<file path="src/rtl/gpio_irq_pkg.sv">
// Shared constants and types for the GPIO interrupt bank.
// Assumes a byte-addressed window decoded on its low eight address bits.
package gpio_irq_pkg;

    localparam int unsigned OFS_W = 8;

    // Register offsets; software decodes these, so they are fixed.
    localparam logic [OFS_W-1:0] OFS_DOUT  = 8'h00;
    localparam logic [OFS_W-1:0] OFS_DIR   = 8'h04;
    localparam logic [OFS_W-1:0] OFS_IEN   = 8'h30;
    localparam logic [OFS_W-1:0] OFS_IMSK  = 8'h34;
    localparam logic [OFS_W-1:0] OFS_TYPE  = 8'h38;
    localparam logic [OFS_W-1:0] OFS_POL   = 8'h3C;
    localparam logic [OFS_W-1:0] OFS_MSTAT = 8'h40;
    localparam logic [OFS_W-1:0] OFS_RAW   = 8'h44;
    localparam logic [OFS_W-1:0] OFS_DBEN  = 8'h48;
    localparam logic [OFS_W-1:0] OFS_EOI   = 8'h4C;
    localparam logic [OFS_W-1:0] OFS_PINS  = 8'h50;
    localparam logic [OFS_W-1:0] OFS_LSYNC = 8'h60;

    // Trigger kind, encoded as {polarity bit, type bit}.
    typedef enum logic [1:0] {
        TRIG_LOW_LEVEL  = 2'b00,
        TRIG_FALL_EDGE  = 2'b01,
        TRIG_HIGH_LEVEL = 2'b10,
        TRIG_RISE_EDGE  = 2'b11
    } trig_e;

endpackage

</file>
<file path="src/rtl/gpio_pin_filter.sv">
// Input conditioning for the GPIO bank: a two-flop synchronizer on every
// pin, then an optional per-pin debounce filter.
// Assumes: pin_i is asynchronous; DB_CYCLES >= 1.
module gpio_pin_filter #(
    parameter int unsigned NPINS     = 32,
    parameter int unsigned DB_CYCLES = 16
) (
    input  logic             clk_i,
    input  logic             rst_ni,
    input  logic [NPINS-1:0] pin_i,
    input  logic [NPINS-1:0] db_en_i,
    output logic [NPINS-1:0] level_o
);

    localparam int unsigned CNT_W = (DB_CYCLES < 2) ? 1 : $clog2(DB_CYCLES);
    localparam logic [CNT_W-1:0] CNT_LAST = CNT_W'(DB_CYCLES - 1);

    logic [NPINS-1:0] meta_q;
    logic [NPINS-1:0] sync_q;

    // Two-stage synchronizer into the block clock.
    always_ff @(posedge clk_i) begin
        if (!rst_ni) begin
            meta_q <= '0;
            sync_q <= '0;
        end else begin
            meta_q <= pin_i;
            sync_q <= meta_q;
        end
    end

    for (genvar k = 0; k < NPINS; k++) begin : g_pin
        logic [CNT_W-1:0] cnt_q;
        logic             hold_q;

        // Debounce: accept a new level only after it has persisted.
        always_ff @(posedge clk_i) begin
            if (!rst_ni) begin
                cnt_q  <= '0;
                hold_q <= 1'b0;
            end else if (!db_en_i[k] || (sync_q[k] == hold_q)) begin
                cnt_q  <= '0;
                hold_q <= db_en_i[k] ? hold_q : sync_q[k];
            end else if (cnt_q == CNT_LAST) begin
                cnt_q  <= '0;
                hold_q <= sync_q[k];
            end else begin
                cnt_q  <= cnt_q + 1'b1;
            end
        end

        assign level_o[k] = db_en_i[k] ? hold_q : sync_q[k];

        // A filtered level may only move at the end of a full window.
        assert_db_window_R9: assert property (@(posedge clk_i) disable iff (!rst_ni)
            (db_en_i[k] && $past(db_en_i[k]) && (hold_q != $past(hold_q)))
            |-> ($past(cnt_q) == CNT_LAST));
    end

endmodule

</file>
<file path="src/rtl/gpio_irq_detect.sv">
// Per-pin interrupt detection: level tracking, edge detection and the
// edge latch cleared by end-of-interrupt.
// Assumes level_i is already synchronous to clk_i.
module gpio_irq_detect
    import gpio_irq_pkg::*;
#(
    parameter int unsigned NPINS = 32
) (
    input  logic             clk_i,
    input  logic             rst_ni,
    input  logic [NPINS-1:0] level_i,
    input  logic [NPINS-1:0] ien_i,
    input  logic [NPINS-1:0] type_i,
    input  logic [NPINS-1:0] pol_i,
    input  logic [NPINS-1:0] eoi_i,
    output logic [NPINS-1:0] raw_o
);

    logic [NPINS-1:0] prev_q;
    logic [NPINS-1:0] latch_q;
    logic [NPINS-1:0] edge_set;
    logic [NPINS-1:0] lvl_act;

    // Previous filtered sample, used for edge detection.
    always_ff @(posedge clk_i) begin
        if (!rst_ni) prev_q <= '0;
        else         prev_q <= level_i;
    end

    for (genvar k = 0; k < NPINS; k++) begin : g_det
        // Decode the trigger kind into edge hit and active level.
        always_comb begin
            edge_set[k] = 1'b0;
            lvl_act[k]  = 1'b0;
            case (trig_e'({pol_i[k], type_i[k]}))
                TRIG_LOW_LEVEL:  lvl_act[k]  = ~level_i[k];
                TRIG_HIGH_LEVEL: lvl_act[k]  = level_i[k];
                TRIG_FALL_EDGE:  edge_set[k] = ien_i[k] & prev_q[k] & ~level_i[k];
                TRIG_RISE_EDGE:  edge_set[k] = ien_i[k] & ~prev_q[k] & level_i[k];
                default:         lvl_act[k]  = 1'b0;
            endcase
        end

        // Edge latch: a new edge wins over a clear in the same cycle.
        always_ff @(posedge clk_i) begin
            if (!rst_ni)          latch_q[k] <= 1'b0;
            else if (edge_set[k]) latch_q[k] <= 1'b1;
            else if (eoi_i[k])    latch_q[k] <= 1'b0;
        end

        assign raw_o[k] = ien_i[k] & (type_i[k] ? latch_q[k] : lvl_act[k]);
    end

    // A cleared latch stays clear unless a new edge arrived.
    assert_eoi_clears_R6: assert property (@(posedge clk_i) disable iff (!rst_ni)
        (eoi_i != '0) |=> ((latch_q & $past(eoi_i & ~edge_set)) == '0));

    // A disabled pin never reports.
    assert_disabled_quiet_R7: assert property (@(posedge clk_i) disable iff (!rst_ni)
        ((raw_o & ~ien_i) == '0));

endmodule

</file>
<file path="src/rtl/gpio_irq_bank.sv">
// GPIO bank top: register file, read mux and combined interrupt line.
// Assumes: one-cycle wr_en_i/rd_en_i strobes; NPINS <= 32; offsets decoded
// on addr_i[7:0], upper address bits belong to the enclosing fabric.
module gpio_irq_bank
    import gpio_irq_pkg::*;
#(
    parameter int unsigned NPINS     = 32,
    parameter int unsigned DB_CYCLES = 16
) (
    input  logic             clk_i,
    input  logic             rst_ni,
    input  logic [31:0]      addr_i,
    input  logic [31:0]      wdata_i,
    input  logic             wr_en_i,
    input  logic             rd_en_i,
    output logic [31:0]      rdata_o,
    input  logic [NPINS-1:0] pin_i,
    output logic [NPINS-1:0] pin_out_o,
    output logic [NPINS-1:0] pin_oe_o,
    output logic             irq_o
);

    logic [OFS_W-1:0] ofs;
    logic [NPINS-1:0] wval;
    logic [NPINS-1:0] dout_q, dir_q, ien_q, imsk_q, type_q, pol_q, dben_q;
    logic             lsync_q;
    logic [NPINS-1:0] eoi;
    logic [NPINS-1:0] level;
    logic [NPINS-1:0] raw;
    logic [NPINS-1:0] mstat;
    logic             irq_comb;
    logic             irq_q;
    logic [31:0]      rd_mux;

    assign ofs  = addr_i[OFS_W-1:0];
    assign wval = wdata_i[NPINS-1:0];

    // Software-written configuration registers.
    always_ff @(posedge clk_i) begin
        if (!rst_ni) begin
            dout_q  <= '0;
            dir_q   <= '0;
            ien_q   <= '0;
            imsk_q  <= '0;
            type_q  <= '0;
            pol_q   <= '0;
            dben_q  <= '0;
            lsync_q <= 1'b0;
        end else if (wr_en_i) begin
            case (ofs)
                OFS_DOUT:  dout_q  <= wval;
                OFS_DIR:   dir_q   <= wval;
                OFS_IEN:   ien_q   <= wval;
                OFS_IMSK:  imsk_q  <= wval;
                OFS_TYPE:  type_q  <= wval;
                OFS_POL:   pol_q   <= wval;
                OFS_DBEN:  dben_q  <= wval;
                OFS_LSYNC: lsync_q <= wdata_i[0];
                default:   ;
            endcase
        end
    end

    // End-of-interrupt is a write pulse, never stored.
    assign eoi = (wr_en_i && (ofs == OFS_EOI)) ? wval : '0;

    gpio_pin_filter #(
        .NPINS     (NPINS),
        .DB_CYCLES (DB_CYCLES)
    ) u_filter (
        .clk_i   (clk_i),
        .rst_ni  (rst_ni),
        .pin_i   (pin_i),
        .db_en_i (dben_q),
        .level_o (level)
    );

    gpio_irq_detect #(
        .NPINS (NPINS)
    ) u_detect (
        .clk_i   (clk_i),
        .rst_ni  (rst_ni),
        .level_i (level),
        .ien_i   (ien_q),
        .type_i  (type_q),
        .pol_i   (pol_q),
        .eoi_i   (eoi),
        .raw_o   (raw)
    );

    assign mstat    = raw & ~imsk_q;
    assign irq_comb = |mstat;

    // Optional register stage on the interrupt line.
    always_ff @(posedge clk_i) begin
        if (!rst_ni) irq_q <= 1'b0;
        else         irq_q <= irq_comb;
    end

    assign irq_o = lsync_q ? irq_q : irq_comb;

    // Read data select; unmapped and end-of-interrupt offsets give zero.
    always_comb begin
        case (ofs)
            OFS_DOUT:  rd_mux = 32'(dout_q);
            OFS_DIR:   rd_mux = 32'(dir_q);
            OFS_IEN:   rd_mux = 32'(ien_q);
            OFS_IMSK:  rd_mux = 32'(imsk_q);
            OFS_TYPE:  rd_mux = 32'(type_q);
            OFS_POL:   rd_mux = 32'(pol_q);
            OFS_MSTAT: rd_mux = 32'(mstat);
            OFS_RAW:   rd_mux = 32'(raw);
            OFS_DBEN:  rd_mux = 32'(dben_q);
            OFS_PINS:  rd_mux = 32'(level);
            OFS_LSYNC: rd_mux = {31'd0, lsync_q};
            default:   rd_mux = '0;
        endcase
    end

    // Registered read port.
    always_ff @(posedge clk_i) begin
        if (!rst_ni)      rdata_o <= '0;
        else if (rd_en_i) rdata_o <= rd_mux;
    end

    assign pin_out_o = dout_q;
    assign pin_oe_o  = dir_q;

    assert_dir_write_R2: assert property (@(posedge clk_i) disable iff (!rst_ni)
        (wr_en_i && (ofs == OFS_DIR)) |=> (pin_oe_o == $past(wval)));

    assert_eoi_reads_zero_R6: assert property (@(posedge clk_i) disable iff (!rst_ni)
        (rd_en_i && (ofs == OFS_EOI)) |=> (rdata_o == 32'd0));

    assert_masked_subset_R8: assert property (@(posedge clk_i) disable iff (!rst_ni)
        ((mstat & imsk_q) == '0));

    assert_irq_delay_R10: assert property (@(posedge clk_i) disable iff (!rst_ni)
        (lsync_q && $past(lsync_q)) |-> (irq_o == $past(irq_comb)));

endmodule

</file>
<file path="config.mk">
export PLATFORM = sky130hd
export DESIGN_NAME = gpio_irq_bank
export DESIGN_NICKNAME = d
export VERILOG_FILES = /design/src/rtl/gpio_irq_pkg.sv /design/src/rtl/gpio_pin_filter.sv /design/src/rtl/gpio_irq_detect.sv /design/src/rtl/gpio_irq_bank.sv
export SDC_FILE = /design/constraint.sdc
export NUM_CORES = 1
export LEC_CHECK = 0
export BUFFER_PORTS_ARGS = -buffer_cell sky130_fd_sc_hd__buf_2
export CAP_MARGIN = 10
export CORE_MARGIN = 2
export CORE_UTILIZATION = 60
export DETAILED_ROUTE_END_ITERATION = 10
export PLACE_DENSITY_LB_ADDON = 0.05
export SLEW_MARGIN = 20
export SYNTH_ARGS = -nofsm -noshare
export SYNTH_HDL_FRONTEND = slang
export SYNTH_HIERARCHICAL = 1
export SYNTH_SLANG_ARGS = --single-unit
</file>
<file path="constraint.sdc">
create_clock -name clk_i -period 3.15 [get_ports clk_i]
set_input_delay 0.4725 -clock clk_i [delete_from_list [all_inputs] [get_ports clk_i]]
set_output_delay 0.4725 -clock clk_i [all_outputs]
set_load 0.005 [all_outputs]
</file>
* Word level (Yosys, flattened, before mapping)
Index checks and enable logic that the tools add are counted.
** Cells by class
- Add/subtract/negate cells :: 32
- $mul :: 0
- Divide/modulo/power cells :: 0
- $lt $le $gt $ge :: 0
- Equal/unequal tests :: 171
- Shift operators :: 0
- Muxes and demuxes :: 259
- Bitwise operators :: 227
- Reductions and logical operators :: 203
** Operator list (number)
- 32-bit one-hot mux with 11 select lines :: 1
- 1-bit 2-to-1 mux :: 193
- 1-bit AND :: 160
- 4-bit by 1-bit adder with 4-bit output, second input constant :: 32
- 2-bit == test, second input constant :: 64
- 4-bit == test, second input constant :: 32
- 1-bit one-hot mux with 2 select lines :: 64
- 2-bit nonzero test :: 64
- 3-bit OR reduction :: 32
- 1-bit inverter :: 65
- 2-bit by 1-bit == test with 1-bit output, second input constant :: 32
- 2-bit logical NOT :: 32
- 8-bit by 7-bit == test with 1-bit output, second input constant :: 6
- 32-bit AND :: 1
- 1-bit == test :: 32
- 8-bit by 6-bit == test with 1-bit output, second input constant :: 4
- 1-bit logical NOT :: 32
- 1-bit logical OR :: 32
- 32-bit 2-to-1 mux :: 1
- 32-bit inverter :: 1
- 32-bit OR reduction :: 1
- 2-bit AND reduction :: 8
- 8-bit by 3-bit == test with 1-bit output, second input constant :: 1
- 8-bit logical NOT :: 1
- 1-bit logical AND :: 1
** Storage, ports and cells
- Register bits after elaboration :: 546
- Bits in latches :: 0
- Memory bits (writable) :: 0
- ROM bits :: 0
- Bits of input ports :: 100
- Output and inout bits :: 97
- Logic and storage cells :: 1001
- Memories :: 0

* Logic depth before layout (Yosys ltp)
- Word-level depth :: 8
- Mapped depth :: 9

* By module
The synthesis kept the hierarchy.
** By module, submodules not included
- gpio_irq_bank :: times used 1, cells each 1572, area each 12524.5 µm²
- gpio_pin_filter :: times used 1, cells each 818, area each 8665.8 µm²
- gpio_irq_detect :: times used 1, cells each 427, area each 3575.9 µm²

* Worst setup path before layout
OpenSTA, ideal clock, no wires.
- Path type :: register to output
- Start point :: reg dben_q[5]
- End point :: out irq_o
- Arrival :: 2107 ps
- Data required time :: 2677 ps
- Path slack :: 570 ps
- Stages on the path, launching flop included :: 10
- Path buffers :: 0
- Path through :: dfxtp_1 > mux2_2 > xor2_1 > o21ai_0 > and2_1 > nand2b_1 > nand4_1 > a2111oi_0 > nand4_1 > mux2_2
** On the way
- Cells in the longest elaborated chain, start to end :: 8
** RTL lines
- from (decl) :: line gpio_irq_bank.sv:25 : logic [NPINS-1:0] dout_q, dir_q, ien_q, imsk_q, type_q, pol_q, dben_q;
- from (signal assigned) :: line gpio_irq_bank.sv:57 : OFS_DBEN: dben_q <= wval;
- 1-bit 2-to-1 mux *
- net level[5] :: line gpio_irq_bank.sv:28 : logic [NPINS-1:0] level;
- 1-bit inverter :: line gpio_irq_detect.sv:36 : TRIG_LOW_LEVEL: lvl_act[k] = ~level_i[k];
- 1-bit one-hot mux with 2 select lines * :: line gpio_irq_detect.sv:35 : case (trig_e'({pol_i[k], type_i[k]}))
- 1-bit 2-to-1 mux * :: line gpio_irq_detect.sv:51 : assign raw_o[k] = ien_i[k] & (type_i[k] ? latch_q[k] : lvl_act[k]);
- 1-bit AND * :: line gpio_irq_detect.sv:51
- net raw[5] :: line gpio_irq_bank.sv:29 : logic [NPINS-1:0] raw;
- 32-bit AND * :: line gpio_irq_bank.sv:91 : assign mstat = raw & ~imsk_q;
- 32-bit OR reduction * :: line gpio_irq_bank.sv:92 : assign irq_comb = |mstat;
- 1-bit 2-to-1 mux * :: line gpio_irq_bank.sv:100 : assign irq_o = lsync_q ? irq_q : irq_comb;
- to (decl) :: line gpio_irq_bank.sv:20 : output logic irq_o
The timed path passes the listed nets; every way through them passes the cells marked *.

* Final worst setup path
- Start point :: reg dben_q[18]
- End point :: out irq_o
The elaborated chain is that of the path after synthesis.

==> metrics <==
setup ws final=-0.289 ns; DR vias/cell=6.00; Power Internal=11.3 mW; most common cell in the netlist=nand2_1; CTS Hold Buffers Added=0; Clk pwr share=0.475; FFs w/ async S/R, synth=0; Setup WS pre-CTS=0.139 ns; RSZ-0062 raised after global routing=true; cell taking the most area after synthesis=dfxtp_1; worst-skew pair later-pin latency=0.61 ns; failing checks=setup timing; Post-synth EDFFs=0; Sinks on Clock Net=546; total gr overflow=0; sequential-to-total area share from yosys stat=0.441; switching power=3.20 mW; root buf cell=clkbuf_16; Synth top cells by count=nand2_1, dfxtp_1, nor2_1; worst hold stages=2; Die ar.=42,900 µm²; largest net degree at the start of global routing=207; Cell Pwr Density=508 nW/µm²; Slew HR=0.280; r2r endpoint=rdata_o[30]; core box area=40,800 µm²; syn avg cell area=8.79 µm²; number of remaining DRC errors=0; area share of the largest cell type after synthesis=0.441; Switching Share=0.220; Max clock buf depth=3; critical path type=flop to output port; CP max FO=3; Crit path arrival time=2.97 ns; ys flop type=dfxtp_1; r2r setup slk=0.64 ns; Horiz. Die Dim=207 µm; starting density of the core=0.607; placement row count=74; post-synth cell types=67; Avg WL per Cell=20.9 µm; yosys warns=6; outcome=complete, but fails checks; Hold Path Class=input pin to flop; area grow syn2layout=15.5%; element type at the critical path end=output port; first-pass iteration count of the detailed router=8; Port Buffers=172; top post-synthesis cells by area=dfxtp_1, nand2_1, a21boi_1, and2_1, xor2_1; Gate power share=0.042; Worst-Margin Slew=1.07 ns; sequential power share=0.482; IO Count=197; CTS clk-pin slew, worst paths=0.06 ns; Die Y=207 µm; RR Startpoint=dben_q[30]; Total GRT Usage=0.338; # H-tree levels=2; RePlAce Congestion=0.941; Antenna Violating Nets Remaining=0; Static Leakage=10.9 nW; fin crit period=3.44 ns; placed cell count=3,447; skew final=0.0121 ns; synthesized cell area=24,800 µm²; synthesized net count=2,949; Slew Viols, Final=0; CTS tree=yes; initial antenna violation count=7; worst r2r path cells=10; Min-Delay Startpoint=pin_i[3]; Post-DP HPWL=49.4 mm; final WL=74.6 mm; final hold vios=0; flops & latches, synth=546; first-pass GRT wire length=115 mm; Num CTS Buffers=55; Fmax=0.291 GHz; vias in the first global route=20,386; Max Cap Viol=0; Mapped Cells=2,817; Filler cells=3,226; crit share post-route=1.09; Iter 0 DRT Violations=2,009; VDD IR-drop max=0.471 mV; nets=3,113; routed via count=21,363; Crit path required time=2.68 ns; power consumption=14.5 mW; DP Area=26,400 µm²; Post-Route Setup TNS=-0.289 ns; post-route cell area=28,600 µm²; startpoint types=flop; share of layout cells above drive strength 1=0.177; Hold EP=u_filter/meta_q[3]; endpoints failing setup=1; fin cells=3,560
[critical path, cell delays in order (launching register included)]
cell and delay (ns):
dfxtp_2 0.34, mux2_4 0.32, xor2_1 0.16, o21ai_1 0.09
and2_4 0.15, nand2b_1 0.13, nand4_1 0.21, nor4_1 0.23
buf_4 0.17, nand4_1 0.11, mux2_4 0.33, buf_6 0.12
[metrics by stage]
step | util | hold slack (ns)
floorplan | - | 0.412
global placement | 0.647 | 0.415
detailed placement | 0.647 | 0.418
CTS | 0.699 | 0.0405
global route | 0.700 | 0.0530
finish | 0.700 | 0.0661
[kinds of logic after synthesis]
logic type	count (synthesis)	share of synthesized area
AOI/OAI and AO/OA	592	0.173
xor gates and xnor gates	128	0.0453
adders and majority gates	32	0.0162
buffers and inverters	233	0.0428
DFF	546	0.441
muxes	54	0.0292
and+or+nand+nor	1232	0.252
[cell type report]
type | instances | area [µm²] | share of cell area
Antenna cell | 7 | 17.5 | 0.000613
Multi-Input combinational cell | 2038 | 13000 | 0.453
Sequential cell | 546 | 11000 | 0.384
Inverter | 50 | 188 | 0.00656
Timing Repair Buffer | 290 | 1900 | 0.0665
Clock buffer | 77 | 1620 | 0.0567
Clock inverter | 20 | 282 | 0.00985
Tap cell | 532 | 666 | 0.0233
[power by group through the flow]
| stage | Sequential [mW] | Clock, mW | Combinational (mW) |
|---|---|---|---|
| floorplan | 7.15 | 0 | 0.399 |
| global placement | 7.16 | 0 | 0.577 |
| detailed placement | 7.16 | 0 | 0.587 |
| CTS | 7.01 | 6.97 | 0.597 |
| global route | 7.01 | 7.22 | 0.647 |
| finish | 7.01 | 6.90 | 0.615 |
[per-layer routing]
metal / vias to the layer above / share of wire / GRT usage
li1: 10000 / - / -
met1: 10179 / 0.40 / 0.429
met2: 946 / 0.45 / 0.542
met3: 238 / 0.088 / 0.0710
met4: 0 / 0.053 / 0.177
met5: - / 0 / 0
[worst max-delay path by stage]
stage	startpoint	slack, ns	end
after floorplan	dben_q[5]	0.57	irq_o
after global placement	dben_q[28]	0.14	irq_o
after detailed placement	dben_q[28]	0.14	irq_o
after CTS	dben_q[13]	-0.22	irq_o
after global routing	dben_q[25]	-0.36	irq_o
final	dben_q[18]	-0.29	irq_o
[layout by cell type (no fill, tap or decap), types with 12 or more instances in the layout]
cell | synthesis | routed
and3b_1 | 34 | 34
nand4_4 | 20 | 20
nand2b_1 | 15 | 13
xor2_1 | 96 | 95
nand3b_1 | 42 | 42
nand4_1 | 14 | 14
o21ai_2 | 30 | 30
clkbuf_8 | 0 | 12
nand2_1 | 574 | 574
a21boi_1 | 161 | 161
ha_1 | 32 | 32
inv_1 | 50 | 49
o21ai_1 | 13 | 19
nor2b_1 | 17 | 15
a41o_1 | 32 | 32
xnor2_1 | 32 | 32
nand3_1 | 112 | 112
a21oi_1 | 86 | 86
nor2_1 | 184 | 183
a22o_1 | 23 | 23
mux2_2 | 35 | 13
o21ai_0 | 52 | 46
nor3_1 | 14 | 13
a21boi_0 | 63 | 63
mux2_4 | 0 | 22
dfxtp_2 | 0 | 22
buf_4 | 4 | 107
o22ai_1 | 16 | 15
clkbuf_16 | 0 | 57
a32oi_1 | 12 | 12
and3_1 | 13 | 13
dfxtp_1 | 546 | 521
buf_2 | 55 | 170
and2_1 | 162 | 158
a22oi_1 | 51 | 51
[state kept, by name, summed over array words and instances (netlist names)]
signal / count
type_q: 32
pin_oe_o: 32
u_filter/sync_q: 32
u_filter/meta_q: 32
ien_q: 32
dben_q: 32
imsk_q: 32
rdata_o: 32
lsync_q: 1
irq_q: 1
pin_out_o: 32
u_filter/g_pin.cnt_q: 128
u_detect/prev_q: 32
pol_q: 32
u_filter/g_pin.hold_q: 32
u_detect/latch_q: 32
[what timing repair did]
item / in CTS / in global routing
pin swaps: 13 / 2
setup endpoints to repair: 1 / 1
buffers inserted: 9 / 0
endpoints found under the hold margin: 0 / 0
gates resized for setup: 57 / 13
(Power assumes the default switching activity.)
